File: config.mk
export PLATFORM = sky130hd
export DESIGN_NAME = ldst_ctrl_fsm
export DESIGN_NICKNAME = d
export VERILOG_FILES = /design/src/rtl/ldst_ctrl_fsm.sv
export SDC_FILE = /design/constraint.sdc
export NUM_CORES = 1
export LEC_CHECK = 0
export ABC_AREA = 0
export CORE_AREA = 2 2 39 41
export CTS_CLUSTER_DIAMETER = 150
export CTS_CLUSTER_SIZE = 24
export DETAILED_ROUTE_END_ITERATION = 16
export DIE_AREA = 0 0 41 43
export DONT_BUFFER_PORTS = 1
export GPL_ROUTABILITY_DRIVEN = 0
export GPL_TIMING_DRIVEN = 0
export SLEW_MARGIN = 40
export SYNTH_ARGS = -nofsm -noshare
export SYNTH_HDL_FRONTEND = slang
export SYNTH_SLANG_ARGS = --single-unit
File: constraint.sdc
create_clock -name clk -period 3.51 [get_ports clk]
set_clock_uncertainty 0.15 [all_clocks]
set_input_delay 0.702 -clock clk [delete_from_list [all_inputs] [get_ports clk]]
set_output_delay 0.702 -clock clk [all_outputs]
set_load 0.01 [all_outputs]
File: src/rtl/ldst_ctrl_fsm.sv
`timescale 1ns/1ps
module ldst_ctrl_fsm #(
  parameter int OPW = 6,
  parameter logic [OPW-1:0] OP_LOAD  = OPW'(35),
  parameter logic [OPW-1:0] OP_STORE = OPW'(43)
) (
  input  logic           clk,
  input  logic           rst,
  input  logic [OPW-1:0] opcode,
  output logic [2:0]     state,
  output logic           pc_we,
  output logic           ir_we,
  output logic           mem_we,
  output logic           rf_we,
  output logic           alu_a_sel,
  output logic [1:0]     alu_b_sel,
  output logic [1:0]     alu_op,
  output logic           pc_sel,
  output logic           dst_sel,
  output logic           addr_sel
);
  localparam int CW = 12;

  typedef enum logic [2:0] {
    S_FETCH = 3'd0, S_DEC = 3'd1, S_ST_ADR = 3'd2, S_ST_WR = 3'd3,
    S_LD_ADR = 3'd4, S_LD_RD = 3'd5, S_LD_WB = 3'd6
  } phase_t;

  logic [2:0]    cur, nxt;
  logic [CW-1:0] ctl;

  // narrow next-state table
  always_comb begin
    case (cur)
      S_FETCH:  nxt = S_DEC;
      S_DEC:    nxt = (opcode == OP_STORE) ? S_ST_ADR :
                      (opcode == OP_LOAD)  ? S_LD_ADR : S_FETCH;
      S_ST_ADR: nxt = S_ST_WR;
      S_LD_ADR: nxt = S_LD_RD;
      S_LD_RD:  nxt = S_LD_WB;
      default:  nxt = S_FETCH;
    endcase
  end

  always_ff @(posedge clk) begin
    if (rst) cur <= S_FETCH;
    else     cur <= nxt;
  end

  // wide output table: {pc_we, ir_we, mem_we, rf_we, a_sel, b_sel[2], op[2], pc_sel, dst_sel, addr_sel}
  always_comb begin
    case (cur)
      S_FETCH:            ctl = 12'b1100_0_01_00_0_0_0;
      S_ST_ADR, S_LD_ADR: ctl = 12'b0000_1_10_00_0_0_0;
      S_ST_WR:            ctl = 12'b0010_0_00_00_0_0_1;
      S_LD_RD:            ctl = 12'b0000_0_00_00_0_0_1;
      S_LD_WB:            ctl = 12'b0001_0_00_00_0_0_0;
      default:            ctl = '0;
    endcase
  end

  assign state = cur;
  assign {pc_we, ir_we, mem_we, rf_we, alu_a_sel, alu_b_sel, alu_op,
          pc_sel, dst_sel, addr_sel} = ctl;

  a_r1_reset_to_fetch: assert property (@(posedge clk) rst |=> state == 3'd0);
  a_r2_fetch_to_decode: assert property (@(posedge clk) disable iff (rst)
    ir_we |=> state == 3'd1);
  a_r3_store_decode: assert property (@(posedge clk) disable iff (rst)
    (state == 3'd1 && opcode == OP_STORE) |=> state == 3'd2);
  a_r3_load_decode: assert property (@(posedge clk) disable iff (rst)
    (state == 3'd1 && opcode == OP_LOAD) |=> state == 3'd4);
  a_r4_store_ends: assert property (@(posedge clk) disable iff (rst)
    mem_we |=> state == 3'd0);
  a_r5_load_ends: assert property (@(posedge clk) disable iff (rst)
    rf_we |=> state == 3'd0);
  a_r9_write_exclusive: assert property (@(posedge clk)
    $onehot0({mem_we, rf_we, ir_we}));
  a_r6_pc_with_ir: assert property (@(posedge clk) pc_we == ir_we);
  a_r12_state_range: assert property (@(posedge clk) disable iff (rst)
    state != 3'd7);
endmodule

==> flow_metrics.tcl, run 1 <==
set metrics [dict create \
    r2r_start "state[0]" \
    dp_hpwl_um 393 \
    grtUsageTotal 0.0701 \
    path_cells "buf_2, nor3_1, buf_4" \
    timing.final.crit_share 0.644 \
    route.detailed.drc 0 \
    htree_levels 1 \
    ant_nets 0 \
    routed_wl_um 493 \
    r2r_slack_ps 2210 \
    min_period_ps 2260 \
    ys_seq_area_frac 0.240 \
    drt-vias-per-instance 3.80 \
    power_leakage_nw 0.134 \
    ys_seq_elements 3 \
    critPathCaptureType "output port" \
    grt_pass1_wl_um 669 \
    path_max_fanout 9 \
    cts_setup_buffers 0 \
    wl_per_cell_um 8.96 \
    core_mm2 0.00138 \
    yosys_warnings 0 \
    whs_path_depth 1 \
    cts_resized 0 \
    ff2ff_path_depth 4 \
    diodes 0 \
    syn_area_per_cell_um2 7.82 \
    worstPathRequired_ps 2660 \
    max-vdd-ir-drop_v 0.0000790 \
    clk_pin_slew_worst_paths_ps 40 \
    synth_top_area_frac 0.240 \
    clk_path_buf_depth 2 \
    finalPower_mw 0.111 \
    rr_endpoint "state[1]" \
    drt_iter0_drc 2 \
    synthXorXnorAreaFrac 0.0350 \
    cts_tree "yes" \
    setup_ws_ps 1250 \
    cts.sinks 3 \
    whs_ps 392 \
    max_stage_delay_ps 450 \
    worstPathArrival_ps 1410 \
    insertion_delay_ps 230 \
    finalHoldViolations 0 \
    cap_violations 0 \
    grt_max_degree 10 \
    syn2layout_area_growth_pct 23.0 \
    hp-class "primary input to flop" \
    numPortBuffers 0 \
    finalSetupViolations 0 \
    tns_ps 0 \
    antenna_found_initial 0 \
    rsz0062_at_grt "false" \
    grt.overflow.total 0 \
    cts_hold_buf 0 \
    relSlewSlack 0.654 \
    dp_cells 51 \
    status "finished, final reports clean" \
    synthAdderAreaFrac 0 \
    num_vias 209 \
    syn_area_um2 250 \
    drv_slew 0 \
    final_cells 55 \
    drive_gt1_frac 0.333 \
    largest_register_ffs 3 \
    die_w_um 41 \
    yosys.cell_types.count 19 \
    slowest_stage "nor3_1" \
    synth_simple_gate_area_frac 0.330 \
    netlist_instances 32 \
    worst_slew_pin_slew_ps 515 \
    clockRootBuffer "clkbuf_4" \
    post-place-ws_ps 1460 \
    grt_pass1_vias 172 \
    hp-start "rst" \
    ios 23 \
    start_util 0.181 \
    synth_top_family_by_area "simple AND/OR/NAND/NOR gates" \
    hold_end "state[1]" \
    powerDensity_mw_per_mm2 360 \
    die_height_um 43 \
    first_pass_iters 3 \
    synth_compound_area_frac 0.0750 \
    critPathLaunchType "flop" \
    numCtsBuffers 3 \
    muxShareOfSynthArea 0 \
    synth_area_leaders "dfxtp_1 24%, buf_4 24%, nor2_1 6.0%, buf_6 4.5%, and4b_1 4.0%" \
    yosysTopAreaCell "dfxtp_1" \
    max_freq_mhz 442 \
    num_rows 14 \
    nNetsFinal 48 \
    die_area_mm2 0.00176 \
    path_class "flop to output port" \
]
-- cells in the mapped netlist, drive strengths merged --
library cell   n
a211oi         1
a21oi          1
a31oi          1
and4b          1
buf           10
conb           1
dfxtp          3
nand2          2
nand3b         1
nand4          1
nand4b         1
nor2           4
nor2b          1
nor3           1
or2b           1
or3b           1
xnor2          1
-- per-stage QoR --
stage / area [um^2] / utilization
2_1_floorplan: 262 / -
3_3_place_gp: 282 / 0.203
4_1_cts: 308 / 0.222
3_5_place_dp: 282 / 0.203
5_1_grt: 308 / 0.222
6_report: 308 / 0.222
-- worst max-delay path, delay by kind of cell (launching register included) --
family / cells / cell delay, ps
buffers and inverters: 2 / 400
and+or+nand+nor: 1 / 450
DFF: 1 / 330
-- logic make-up after synthesis --
family          Yosys count
buf+inv                  10
other cells               1
compound gates            3
simple gates             14
flops                     3
xor+xnor                  1
-- layer usage --
metal | track usage | up-vias | part of all wire
met4 | 0.120 | 0 | 0.039
met2 | 0.0594 | 17 | 0.37
met1 | 0.0831 | 81 | 0.42
met3 | 0.0366 | 2 | 0.17
met5 | 0 | - | 0
li1 | - | 109 | -
-- final cells by class --
type,count,area (um^2)
fillers,163,1080
multi-input cells,22,125
plain buffers,10,76.3
flip-flops and latches,3,60.1
clock buffers,4,26.3
well taps,16,20.0
-- layout by cell type, fill, tap and decap left out, drive strengths merged --
cell and n:
xnor2 1, and4b 1, nand4 1, a31oi 1, clkbuf 4, dfxtp 3
or2b 1, nand2 2, a211oi 1, nor2 4, or3b 1, nand3b 1
a21oi 1, buf 10, nor2b 1, nor3 1, conb 4, nand4b 1
-- report_power, final --
part           total, mW  internal, mW  switching, mW
combinational     0.0155       0.00746        0.00809
sequential        0.0363        0.0353        0.00102
clock             0.0589        0.0425         0.0164
total              0.111        0.0852         0.0256
-- worst max path at each step --
| stage | from | end | slack, ps | cells past startpoint |
|---|---|---|---|---|
| floorplan | state[0] | alu_b_sel[0] | 1570 | 3 |
| global placement | state[0] | pc_we | 1460 | 3 |
| detailed placement | state[0] | pc_we | 1460 | 3 |
| CTS | state[0] | pc_we | 1210 | 3 |
| global route | state[0] | pc_we | 1160 | 3 |
| finish | state[0] | pc_we | 1250 | 3 |
No activity file was read; power rests on OpenSTA's default activity.
==> run 2: changes to the inputs <==
--- a/config.mk
+++ b/config.mk
@@ -5,7 +5,7 @@
 export SDC_FILE = /design/constraint.sdc
 export NUM_CORES = 1
 export LEC_CHECK = 0
-export ABC_AREA = 0
+export ABC_AREA = 1
 export CORE_AREA = 2 2 39 41
 export CTS_CLUSTER_DIAMETER = 150
 export CTS_CLUSTER_SIZE = 24
==> constraint.sdc (replaced) <==
create_clock -name clk -period 2 [get_ports clk]
set_clock_uncertainty 0.15 [all_clocks]
set_input_delay 0.4 -clock clk [delete_from_list [all_inputs] [get_ports clk]]
set_output_delay 0.4 -clock clk [all_outputs]
set_load 0.01 [all_outputs]
==> run 2 against run 1 <==
Net effect: combinational power increased by 77%; worst hold slack worse by 310 ps; final cell count increased by 22%; synthesized cell count rose by 38%; global-route usage is 0.90 points lower; via count grew 12%; worst setup slack worse by 1100 ps; core utilization grew 0.36 points; die area did not move; routed wire length down 2.8%; clock power grew 73%; power rose by 76%; critical path type unchanged; largest cell class unchanged.
==> flow_metrics.tcl, run 2 <==
set metrics [dict create \
    post-place-ws_ps 252 \
    setup_ws_ps 144 \
    numPortBuffers 0 \
    htree_levels 1 \
    tns_ps 0 \
    drt_iter0_drc 0 \
    clk_pin_slew_worst_paths_ps 30 \
    drive_gt1_frac 0.235 \
    grt_pass1_vias 188 \
    critPathLaunchType "flop" \
    syn_area_um2 255 \
    clk_path_buf_depth 2 \
    max-vdd-ir-drop_v 0.000176 \
    final_common_cell "nand2_1" \
    syn2layout_area_growth_pct 22.5 \
    clockRootBuffer "clkbuf_4" \
    rsz0062_at_grt "false" \
    insertion_delay_ps 230 \
    cts_hold_buf 0 \
    start_util 0.184 \
    wl_per_cell_um 7.15 \
    dp_hpwl_um 423 \
    crit_start "state[0]" \
    wl_met3_um 83 \
    grt_max_degree 9 \
    drv_slew 0 \
    die_height_um 43 \
    grt.overflow.total 0 \
    max_stage_delay_ps 470 \
    num_rows 14 \
    die_w_um 41 \
    synth_commonest_cells "11 x nand2_1, 8 x inv_1, 7 x buf_4" \
    min_period_ps 1860 \
    finalSetupViolations 0 \
    syn_area_per_cell_um2 5.80 \
    worstPathArrival_ps 1310 \
    core_mm2 0.00138 \
    num_vias 234 \
    diodes 0 \
    drt-vias-per-instance 3.49 \
    first_pass_iters 1 \
    routed_wl_um 479 \
    ys_seq_area_frac 0.235 \
    largest_register_ffs 3 \
    yosys.cell_types.count 12 \
    hp-class "primary input to flop" \
    synth_edf_count 0 \
    ys_seq_elements 3 \
    path_cells "nor3_1, buf_4" \
    cts.sinks 3 \
    async_flop_share 0 \
    hp-start "rst" \
    route.detailed.drc 0 \
    slowest_stage "nor3_1" \
    status "finished, final reports clean" \
    ios 23 \
    path_delay_family "simple AND/OR/NAND/NOR gates" \
    yosysTopAreaCell "dfxtp_1" \
    synth_top_area_frac 0.235 \
    worstPathRequired_ps 1450 \
    grt_pass1_wl_um 703 \
    synth_ff_type "dfxtp_1" \
    powerDensity_mw_per_mm2 625 \
    timing.final.crit_share 0.928 \
    path_buf_inv 1 \
    nNetsFinal 60 \
    nFillCells 155 \
    synth_most_common_cell "nand2_1" \
    antenna_found_initial 0 \
    numCtsBuffers 3 \
    die_area_mm2 0.00176 \
    critPathCaptureType "output port" \
    netlist_instances 44 \
    worst_slew_pin_slew_ps 503 \
    layout_common_cells "11 x nand2_1, 8 x inv_1, 7 x buf_4" \
    r2r_slack_ps 850 \
    finalHoldViolations 0 \
    dr_wl_met2_um 226 \
    cts_tree "yes" \
    r2r_start "state[0]" \
    path_class "flop to output port" \
    grtUsageTotal 0.0611 \
    wl_met1_um 169 \
    path_max_fanout 8 \
    power_leakage_nw 0.159 \
    top_layer "met3" \
    max_freq_mhz 539 \
    cap_violations 0 \
    yosys_warnings 0 \
    relSlewSlack 0.662 \
    ant_nets 0 \
    synth_area_leaders "dfxtp_1 24%, buf_4 21%, nand2_1 16%, inv_1 12%, nor2_1 8.8%" \
]
## run 2: final cells by class
cell class / count / area [um^2] / share of cell area
multi-input combinational: 29 / 124 / 0.396
buffer: 7 / 52.6 / 0.168
inverter: 8 / 30.0 / 0.0960
clock buffer: 4 / 26.3 / 0.0840
tap: 16 / 20.0 / 0.0640
sequential: 3 / 60.1 / 0.192
## run 2: layer usage
metal	vias to the layer above	global-route usage
li1	134	-
met1	87	0.0607
met2	13	0.0875
met3	0	0.0419
met4	0	0.0400
met5	-	0
## run 2: report_power, final
part | internal, mW | switching, mW
clock network | 0.0745 | 0.0272
logic | 0.0131 | 0.0144
registers | 0.0619 | 0.00426
## run 2: metrics by stage
step / instances / util / hold slack, ps / power, mW / instance area, um^2
after floorplan: 47 / - / 312 / 0.0925 / 267
after global placement: 63 / 0.207 / 315 / 0.0945 / 287
after detailed placement: 63 / 0.207 / 318 / 0.0948 / 287
after CTS: 67 / 0.226 / 77.1 / 0.200 / 313
after global routing: 67 / 0.226 / 80.3 / 0.206 / 313
final: 67 / 0.226 / 83.7 / 0.195 / 313
## run 2: cells by family after synthesis
logic type	after synthesis	synth area share
other cells	1	0.0147
flops	3	0.235
buf+inv	15	0.324
simple gates	21	0.333
compound gates	4	0.0931
## run 2: worst paths after layout
| kind | to | cells past startpoint |
|---|---|---|
| max | pc_we | 2 |
| min | state[1] | 1 |
| max reg2reg | state[1] | 5 |
| min reg2reg | state[2] | 2 |
## run 2: repair_timing
action	4_1_cts	5_1_grt
setup buffers	0	0
setup endpoints to repair	0	1
gates resized for setup	0	1
endpoints found under the hold margin	0	0
